**src/rtl/rtimer_pkg.sv**
```systemverilog
package rtimer_pkg;
   localparam int CTL_W     = 7;
   localparam int RATIO_W   = 3;
   localparam int B_START   = 0;
   localparam int B_RELOAD  = 1;
   localparam int B_PSC_EN  = 5;
   localparam int B_CMP_EN  = 6;

   // field order follows the control word bit layout (MSB first)
   typedef struct packed {
      logic               cmp_en;
      logic               psc_en;
      logic [RATIO_W-1:0] ratio;
      logic               reload;
      logic               start;
   } ctl_t;
endpackage

```
**src/rtl/rtimer_psc.sv**
```systemverilog
module rtimer_psc #(
   parameter int RATIO_W = 3,
   parameter bit HAS_PSC = 1'b1
) (
   input  logic               clk,
   input  logic               rst_n,
   input  logic               tick_en,
   input  logic               run,
   input  logic               restart,
   input  logic               psc_en,
   input  logic [RATIO_W-1:0] ratio,
   output logic               adv
);
   localparam int PSC_W = 2 ** RATIO_W;
   localparam logic [PSC_W-1:0] ONES = {PSC_W{1'b1}};
   localparam logic [RATIO_W-1:0] TOP_R = RATIO_W'(PSC_W - 1);

   generate
      if (HAS_PSC) begin : g_psc
         logic [PSC_W-1:0] phase;
         logic [PSC_W-1:0] term;
         logic             at_term;

         assign term    = ONES >> (TOP_R - ratio);
         assign at_term = (phase == term);

         always_ff @(posedge clk or negedge rst_n) begin
            if (!rst_n) begin
               phase <= '0;
            end else if (restart || !psc_en) begin
               phase <= '0;
            end else if (tick_en && run) begin
               phase <= at_term ? '0 : phase + 1'b1;
            end
         end

         assign adv = tick_en && run && (!psc_en || at_term);
      end else begin : g_nopsc
         logic unused_in;
         assign unused_in = clk ^ rst_n ^ restart ^ psc_en ^ (^ratio);
         assign adv = tick_en && run;
      end
   endgenerate
endmodule

```
**src/rtl/rtimer_cnt.sv**
```systemverilog
module rtimer_cnt #(
   parameter int COUNT_W = 32
) (
   input  logic               clk,
   input  logic               rst_n,
   input  logic               cnt_we,
   input  logic [COUNT_W-1:0] cnt_wd,
   input  logic               reload_stb,
   input  logic [COUNT_W-1:0] ld_val,
   input  logic               adv,
   input  logic               auto_rl,
   output logic [COUNT_W-1:0] count,
   output logic [COUNT_W-1:0] nxt_adv,
   output logic               step,
   output logic               wrap
);
   localparam logic [COUNT_W-1:0] MAXV = {COUNT_W{1'b1}};

   assign step    = adv && !cnt_we && !reload_stb;
   assign wrap    = step && (count == MAXV);
   assign nxt_adv = (count == MAXV) ? (auto_rl ? ld_val : '0) : count + 1'b1;

   always_ff @(posedge clk or negedge rst_n) begin
      if (!rst_n) begin
         count <= '0;
      end else if (cnt_we) begin
         count <= cnt_wd;
      end else if (reload_stb) begin
         count <= ld_val;
      end else if (step) begin
         count <= nxt_adv;
      end
   end
endmodule

```
**src/rtl/rtimer_evt.sv**
```systemverilog
module rtimer_evt #(
   parameter int COUNT_W = 32
) (
   input  logic               clk,
   input  logic               rst_n,
   input  logic               step,
   input  logic               wrap,
   input  logic [COUNT_W-1:0] nxt_adv,
   input  logic [COUNT_W-1:0] mat_val,
   input  logic               cmp_en,
   output logic               ovf_pulse,
   output logic               match_pulse
);
   always_ff @(posedge clk or negedge rst_n) begin
      if (!rst_n) begin
         ovf_pulse   <= 1'b0;
         match_pulse <= 1'b0;
      end else begin
         ovf_pulse   <= wrap;
         match_pulse <= step && cmp_en && (nxt_adv == mat_val);
      end
   end
endmodule

```
**src/rtl/rtimer_top.sv**
```systemverilog
module rtimer_top
   import rtimer_pkg::*;
#(
   parameter int COUNT_W = 32,
   parameter bit HAS_PSC = 1'b1
) (
   input  logic               clk,
   input  logic               rst_n,
   input  logic               tick_en,
   input  logic               ctl_we,
   input  logic [CTL_W-1:0]   ctl_wd,
   input  logic               ld_we,
   input  logic [COUNT_W-1:0] ld_wd,
   input  logic               mat_we,
   input  logic [COUNT_W-1:0] mat_wd,
   input  logic               cnt_we,
   input  logic [COUNT_W-1:0] cnt_wd,
   input  logic               reload_stb,
   output logic [COUNT_W-1:0] count,
   output logic [CTL_W-1:0]   ctl_q,
   output logic               ovf_pulse,
   output logic               match_pulse
);
   generate
      if (COUNT_W < 2) begin : g_bad_w
         $error("rtimer_top: COUNT_W must be at least 2");
      end
      if ($bits(ctl_t) != CTL_W) begin : g_bad_ctl
         $error("rtimer_top: control struct width mismatch");
      end
   endgenerate

   ctl_t               ctl;
   logic [COUNT_W-1:0] ld_q;
   logic [COUNT_W-1:0] mat_q;
   logic [COUNT_W-1:0] nxt_adv;
   logic               adv;
   logic               step;
   logic               wrap;
   logic               psc_restart;

   always_ff @(posedge clk or negedge rst_n) begin
      if (!rst_n) begin
         ctl <= '0;
      end else if (ctl_we) begin
         ctl <= ctl_t'(ctl_wd);
      end else if (wrap && !ctl.reload) begin
         ctl.start <= 1'b0;
      end
   end

   always_ff @(posedge clk or negedge rst_n) begin
      if (!rst_n) begin
         ld_q  <= '0;
         mat_q <= '0;
      end else begin
         if (ld_we)  ld_q  <= ld_wd;
         if (mat_we) mat_q <= mat_wd;
      end
   end

   assign psc_restart = cnt_we || reload_stb || !ctl.start;

   rtimer_psc #(.RATIO_W(RATIO_W), .HAS_PSC(HAS_PSC)) u_psc (
      .clk     (clk),
      .rst_n   (rst_n),
      .tick_en (tick_en),
      .run     (ctl.start),
      .restart (psc_restart),
      .psc_en  (ctl.psc_en),
      .ratio   (ctl.ratio),
      .adv     (adv)
   );

   rtimer_cnt #(.COUNT_W(COUNT_W)) u_cnt (
      .clk        (clk),
      .rst_n      (rst_n),
      .cnt_we     (cnt_we),
      .cnt_wd     (cnt_wd),
      .reload_stb (reload_stb),
      .ld_val     (ld_q),
      .adv        (adv),
      .auto_rl    (ctl.reload),
      .count      (count),
      .nxt_adv    (nxt_adv),
      .step       (step),
      .wrap       (wrap)
   );

   rtimer_evt #(.COUNT_W(COUNT_W)) u_evt (
      .clk         (clk),
      .rst_n       (rst_n),
      .step        (step),
      .wrap        (wrap),
      .nxt_adv     (nxt_adv),
      .mat_val     (mat_q),
      .cmp_en      (ctl.cmp_en),
      .ovf_pulse   (ovf_pulse),
      .match_pulse (match_pulse)
   );

   assign ctl_q = CTL_W'(ctl);
endmodule

```
**config.mk**
```make
export PLATFORM = sky130hd
export DESIGN_NAME = rtimer_top
export DESIGN_NICKNAME = d
export VERILOG_FILES = /design/src/rtl/rtimer_pkg.sv /design/src/rtl/rtimer_psc.sv /design/src/rtl/rtimer_cnt.sv /design/src/rtl/rtimer_evt.sv /design/src/rtl/rtimer_top.sv
export SDC_FILE = /design/constraint.sdc
export NUM_CORES = 1
export LEC_CHECK = 0
export ABC_AREA = 1
export ABC_CLOCK_PERIOD_IN_PS = 5100
export BUFFER_PORTS_ARGS = -buffer_cell sky130_fd_sc_hd__buf_2
export CORE_UTILIZATION = 30
export DETAILED_ROUTE_END_ITERATION = 8
export HOLD_SLACK_MARGIN = 0.1
export PLACE_DENSITY_LB_ADDON = 0.12
export SYNTH_ARGS = -nofsm -noshare
export SYNTH_HDL_FRONTEND = slang
export SYNTH_SLANG_ARGS = --single-unit
```
**constraint.sdc**
```tcl
create_clock -name clk -period 5.1 [get_ports clk]
set_input_delay 0.51 -clock clk [delete_from_list [all_inputs] [get_ports clk]]
set_output_delay 0.51 -clock clk [all_outputs]
set_load 0.01 [all_outputs]
```
==> metrics.txt, run 1 <==
global route total overflow 0; Tot GR Track Use 22.4%; Top Metal Used met4; Mean Syn Cell Area 6.85 sq um; final setup vio count 0; wl on met1 13600 um; total clock sinks 113; Routed met3 length 1470 um; number of synthesized register bits 113; clock root buffer clkbuf_16; DRC 0; worst hold margin 220 ps; wire length on met2 11000 um; Starting Density 30.6%; Critical Path Fanout Max 22; Avg WL per Cell 17.6 um; HP Class input port to async pin; routability cong. 0.885; die height 156 um; maximum vdd drop 0.000203 V; vias in the first global route 6998; clock share of power 42.4%; clock latency on the worst-skew pair 420 ps; crit share post-route 72.4%; final instance area 8690 sq um; antenna fix cells 0; Avg Vias per Cell 4.79; CORE AREA 23400 sq um; Placed Area 8100 sq um; Clock Tree Buf Depth 2; clock skew 7.91 ps; Die Span X 156 um; port bufs 151; startpoint types flip-flop; unrepaired setup endpoints after global routing false; layout cell share with drive strength beyond 1 18.7%; Cell Area, Synth 7150 sq um; status finished, final reports clean; Slew @ Worst Pin 1120 ps; antenna-violating nets left 0; routed via count 7202; DRT Pass-1 Iters 5; Final Hold Viols 0; largest net degree at the start of global routing 66; Worst slew margin 25.4%; Peak Freq 271 MHz; Worst Path Arrival 4030 ps; Worst Path Buf+Inv 1; max cap viols 0; Pins Over Slew Limit 0; Synthesis Warnings 0; P_leak 4.35 nW; sequential area share after synthesis 39.5%; Post-Syn Nets 1157; I/O pins 152; Clock Pin Slew Worst Setup and Hold Paths 60 ps; Crit path max-delay family simple AND/OR/NAND/NOR gates; P_sw 0.000928 W; CTS tree yes; DR iter-0 viols 417; critical path's slowest cell nand3_2; placed cells 1470; Num CTS Buffers 17; Worst EP required 5440 ps; Sw Ratio 32.3%; Fillers 2640; top cell type's share of synthesized area 39.5%; postcts setup bufs 0; minimum clock period 3690 ps; CP peak stage delay 660 ps; crit path capture type flip-flop; Die ar. 24500 sq um; H-tree levels 4; Layout Nets 1283; area leader, netlist dfrtp_1; Layout Cells excl Fill 1502; Synth Instances 1044; synth-to-layout area growth 21.5%; Int Power 0.00195 W; Synth cell types 33; global-route wire length before repair 40400 um; detailed-route wire length 26500 um; Post-CTS Resized 0; Setup WS post-layout 1410 ps; TNS Setup 0 ps; CP Cell Sequence ha_1 > nand2_2 > nor2_4 > nand2_2 > nor2_4 > nand3_2 > inv_2 > nand3_1 > nand2_1 > nand2_1 > a21oi_1 > a21oi_1 > o21ai_1; largest cells by area after synthesis dfrtp_1, nand2_1, nand3_1; Core Rows 56; Combinational Power Share 19.9%; pwr dens 331 nW/um^2; Seq pwr share 37.7%; initial antenna violation count 0; hold_buf cts 0; WS Path Type flip-flop to flip-flop; Post-Place Worst Slack 1430 ps; Final HPWL DP 20100 um
==> power groups by stage <==
stage                     sequential, W  clock [W]  combinational [W]
final                           0.00108    0.00122           0.000572
after global routing            0.00110    0.00128           0.000647
after CTS                       0.00108    0.00124           0.000572
after detailed placement        0.00110          0           0.000570
after global placement          0.00110          0           0.000573
after floorplan                 0.00108          0           0.000335
==> worst paths after layout <==
check,from,end,slack [ps],cells after the start
max,u_cnt.count[0],u_cnt.count[19],1410,13
min,rst_n,u_cnt.count[22],220,1
max reg2reg,u_cnt.count[0],u_cnt.count[19],1410,13
min reg2reg,ld_q[18],ld_q[18],540,2
max in group asynchronous,rst_n,mat_q[1],3660,2
min in group clk,ctl_wd[3],ctl_q[3],290,3
==> layout by cell type, fill, tap and decap left out, drive strengths merged <==
cell type  instances
o21ai             99
a21oi             36
a22oi              7
ha                 2
dfrtp            113
inv              111
clkbuf            17
o21bai             1
and2               1
nand3             92
nor2              94
o22ai              6
a211oi             3
nand2            355
clkinvlp           3
nand3b             4
o211ai            16
o221ai             6
bufinv             3
clkinv             9
nand4             13
buf              155
xor2              12
xnor2              3
mux2              19
nor3               2
a31oi              1
==> flip-flops by register name, summed over array words and instances, names as in the netlist <==
name,flops
u_psc.g_psc.phase,8
u_evt.match_pulse,1
mat_q,32
ctl_q,7
ld_q,32
u_evt.ovf_pulse,1
u_cnt.count,32
==> worst register-to-register path: cells and delay by family, from the launching register on <==
family,cells,cell delay (ps)
simple gates,8,1890
buf+inv,1,500
compound gates,3,500
flops,1,410
fa+ha+maj,1,320
==> layout make-up <==
cell class / instances / area (sq um) / share of cell area (%)
inverters: 111 / 417 / 4.79
clock inverters: 15 / 169 / 1.94
repair buffers: 155 / 788 / 9.07
clock buffers: 17 / 425 / 4.89
flip-flops and latches: 113 / 2830 / 32.5
multi-input cells: 772 / 3670 / 42.2
well taps: 319 / 399 / 4.59
==> cell families (layout without fill, tap and decap cells) <==
family	count (synthesis)	count (layout)	synth area share, %
AND/OR/NAND/NOR	561	561	32.5
AO/OA/AOI/OAI	175	175	13.6
buffers and inverters	159	298	9.20
flip-flops	113	113	39.5
multiplexers	19	19	2.99
XOR/XNOR	15	15	1.84
adder cells (fa/ha/maj)	2	2	0.350
==> through the flow <==
| step | utilization (%) | power, W |
|---|---|---|
| floorplan | - | 0.00141 |
| global placement | 34.6 | 0.00167 |
| detailed placement | 34.6 | 0.00167 |
| CTS | 37.1 | 0.00290 |
| global route | 37.1 | 0.00302 |
| finish | 37.1 | 0.00287 |
==> synthesized netlist by cell type, drive strengths merged <==
| library cell | number |
|---|---|
| a31oi | 1 |
| nand2 | 355 |
| ha | 2 |
| nor3 | 2 |
| xor2 | 12 |
| o211ai | 16 |
| inv | 111 |
| o21ai | 99 |
| nand3b | 4 |
| xnor2 | 3 |
| clkbuf | 30 |
| buf | 18 |
| o21bai | 1 |
| dfrtp | 113 |
| a211oi | 3 |
| o221ai | 6 |
| nand3 | 92 |
| a22oi | 7 |
| nor2 | 94 |
| a21oi | 36 |
| and2 | 1 |
| mux2 | 19 |
| nand4 | 13 |
| o22ai | 6 |
==> metal layers <==
layer	up-vias	GRT usage, %
li1	3641	-
met4	0	6.82
met2	218	32.0
met5	-	0
met3	22	3.16
met1	3321	34.2
(Power assumes the default switching activity.)
==> inputs of run 2 (changes only) <==
--- a/config.mk
+++ b/config.mk
@@ -5,8 +5,8 @@
 export SDC_FILE = /design/constraint.sdc
 export NUM_CORES = 1
 export LEC_CHECK = 0
-export ABC_AREA = 1
-export ABC_CLOCK_PERIOD_IN_PS = 5100
+export ABC_AREA = 0
+export ABC_CLOCK_PERIOD_IN_PS = 3200
 export BUFFER_PORTS_ARGS = -buffer_cell sky130_fd_sc_hd__buf_2
 export CORE_UTILIZATION = 30
 export DETAILED_ROUTE_END_ITERATION = 8
==> constraint.sdc (replaced) <==
create_clock -name clk -period 3.2 [get_ports clk]
set_input_delay 0.32 -clock clk [delete_from_list [all_inputs] [get_ports clk]]
set_output_delay 0.32 -clock clk [all_outputs]
set_load 0.01 [all_outputs]
==> run 2 against run 1 <==
Against the previous run:
- highest routed layer unchanged
- the flow now finishes with violations (DRC)
- clock-buffer cell count is the same
- critical path type unchanged
- sequential share of layout area grew 0.29 points
- global-route usage shrank 0.26 points
- design area shrank 0.89%
- register-to-register slack lost 1200 ps
- synthesized cell count shrank 31%
- via count shrank 14%
- critical path depth shrank 5
==> metrics.txt, run 2 <==
DRT Pass-1 Iters 8; clock root buffer clkbuf_16; Final HPWL DP 19600 um; Critical Path Fanout Max 10; final core occ 39.1%; Top Registers ld_q: 32 flops, mat_q: 32 flops, u_cnt.count: 32 flops; failing checks DRC; placed cells 1133; Worst Path Arrival 3370 ps; startpoint types flip-flop; reg2reg start u_cnt.count[2]; global route total overflow 0; DRC 8; initial antenna violation count 0; Worst R2R Path Depth 8; Final Hold Viols 0; area leader, netlist dfrtp_1; global-route wire length before repair 38200 um; status complete, but fails checks; max cap viols 0; CTS tree yes; CP peak stage delay 570 ps; Peak Freq 329 MHz; Num CTS Buffers 17; CP Cell Sequence and4_1 > nand4_1 > or3_1 > xnor2_1 > a221o_1 > a2111oi_0 > o22ai_1 > nor4_2; Core Rows 54; Post-Syn Nets 829; crit path capture type flip-flop; antenna-violating nets left 0; port bufs 151; layout cell share with drive strength beyond 1 34.3%; clock skew 14.7 ps; sequential area share after synthesis 41.6%; Layout Cells excl Fill 1173; number of cells on the worst hold path 3; Synth cell types 66; largest cells by area after synthesis dfrtp_1, mux2_2, nand2_1; Worst slew margin 46.0%; vias in the first global route 6097; Post-synth EDFFs 0; minimum clock period 3040 ps; r2r endpoint u_evt.match_pulse; P_leak 3.71 nW; largest net degree at the start of global routing 62; final setup vio count 0; Critical Path Sink u_evt.match_pulse; Worst EP required 3540 ps; most numerous cell in the Yosys netlist dfrtp_1; unrepaired setup endpoints after global routing false; Avg Vias per Cell 5.29; routability cong. 0.892; Clock Pin Slew Worst Setup and Hold Paths 60 ps; Die Span X 153 um; Slew @ Worst Pin 810 ps; Pins Over Slew Limit 0; HP Class input port to flip-flop; total clock sinks 113; Tot GR Track Use 22.1%; H-tree levels 4; Post-synth top flop dfrtp_1; clock latency on the worst-skew pair 430 ps; synth-to-layout area growth 26.8%; Clock Tree Buf Depth 2; multi-input logic area 3630 sq um; routed via count 6208; Die ar. 23300 sq um; Synthesis Warnings 0; crit share post-route 94.9%; commonest cells after routing, fill and taps aside buf_2, dfrtp_1, nand2_1; Setup WS post-layout 164 ps; most common cell after layout, fill and taps aside buf_2; antenna fix cells 0; Synth Instances 716; maximum vdd drop 0.000314 V; die height 153 um; DR iter-0 viols 429; number of synthesized register bits 113; detailed-route wire length 25100 um; Mean Syn Cell Area 9.49 sq um; critical path's slowest cell dfrtp_1; Critical Path Start u_cnt.count[2]; TNS Setup 0 ps; top cell type's share of synthesized area 41.6%; Sequential Area 2830 sq um; top post-synthesis cells by count dfrtp_1, nand2_1, mux2_2, a21oi_1, o21ai_0; Post-Place Worst Slack 97.3 ps; Avg WL per Cell 21.4 um; I/O pins 152; Fillers 2286; pwr dens 525 nW/um^2; asr flop ratio synth 100%; Starting Density 30.9%; Cell Area, Synth 6800 sq um; CORE AREA 22000 sq um; reg2reg setup slack 160 ps; Layout Nets 993; WS Path Type flip-flop to flip-flop
-- run 2: cell types whose count changed in the layout (fill, tap and decap cells not counted), moves of 9 or more --
cell	change
nand2_1	-271
inv_1	-88
nand3_1	-78
nor2_1	-52
o21ai_0	-52
mux2_2	+39
buf_4	+35
xnor2_1	+31
o21ai_1	+23
and3_1	+13
nor4_1	+11
o211ai_1	-10
a221o_1	+9
o31ai_1	+9
-- run 2: critical path: cells and delay by family (launching register included) --
family                    cells  cell delay [ps]
xor gates and xnor gates      1              250
DFF                           1              570
and+or+nand+nor               4             1080
AOI/OAI and AO/OA             3             1060
-- run 2: per-layer routing --
metal / track usage [%] / vias to the layer above / routed length [um]
li1: - / 2974 / -
met1: 31.3 / 2968 / 12100
met2: 33.1 / 237 / 10800
met3: 4.35 / 29 / 1580
met4: 8.42 / 0 / 548
met5: 0 / - / 0
-- run 2: through the flow --
stage	instance area [sq um]	hold WS [ps]	total power, W
2_1_floorplan	6800	24.4	0.00227
3_3_place_gp	7970	196	0.00272
3_5_place_dp	7970	195	0.00272
4_1_cts	8580	101	0.00457
5_1_grt	8610	105	0.00473
6_report	8610	113	0.00452
-- run 2: kinds of logic after synthesis --
kind of cell | after synthesis | synth area share, %
compound gates | 187 | 17.6
xor+xnor | 52 | 6.90
fa+ha+maj | 2 | 0.368
buf+inv | 76 | 5.12
flops | 113 | 41.6
mux | 65 | 10.6
simple gates | 221 | 17.7
-- run 2: how the worst min path moves through the flow --
stage	start	slack, ps	end
after global routing	mat_wd[1]	100	mat_q[1]
after detailed placement	rst_n	190	ld_q[8]
after global placement	rst_n	200	ld_q[5]
after CTS	ld_wd[22]	100	ld_q[22]
final	ld_wd[22]	110	ld_q[22]
after floorplan	rst_n	20	ctl_q[0]
-- run 2: cell type report --
class                           count  share of cell area [%]
Clock buffer                       17                    4.94
Clock inverter                     15                    1.57
Inverter                           23                    1.00
Multi-Input combinational cell    527                    42.1
Sequential cell                   113                    32.8
Tap cell                          280                    4.07
Timing Repair Buffer              198                    13.5
-- run 2: repair_timing --
action | in CTS | in global routing
gates resized for setup | 0 | 2
buffers inserted | 0 | 3
hold endpoints to repair | 76 | 0
hold buffers | 5 | 0
endpoints found under the setup margin | 0 | 1
-- run 2: report_power, final --
part	leakage [nW]	total [W]	internal, W	switching (W)
logic	2.09	0.000923	0.000416	0.000507
registers	1.36	0.00178	0.00157	0.000209
clock network	0.262	0.00182	0.00107	0.000747
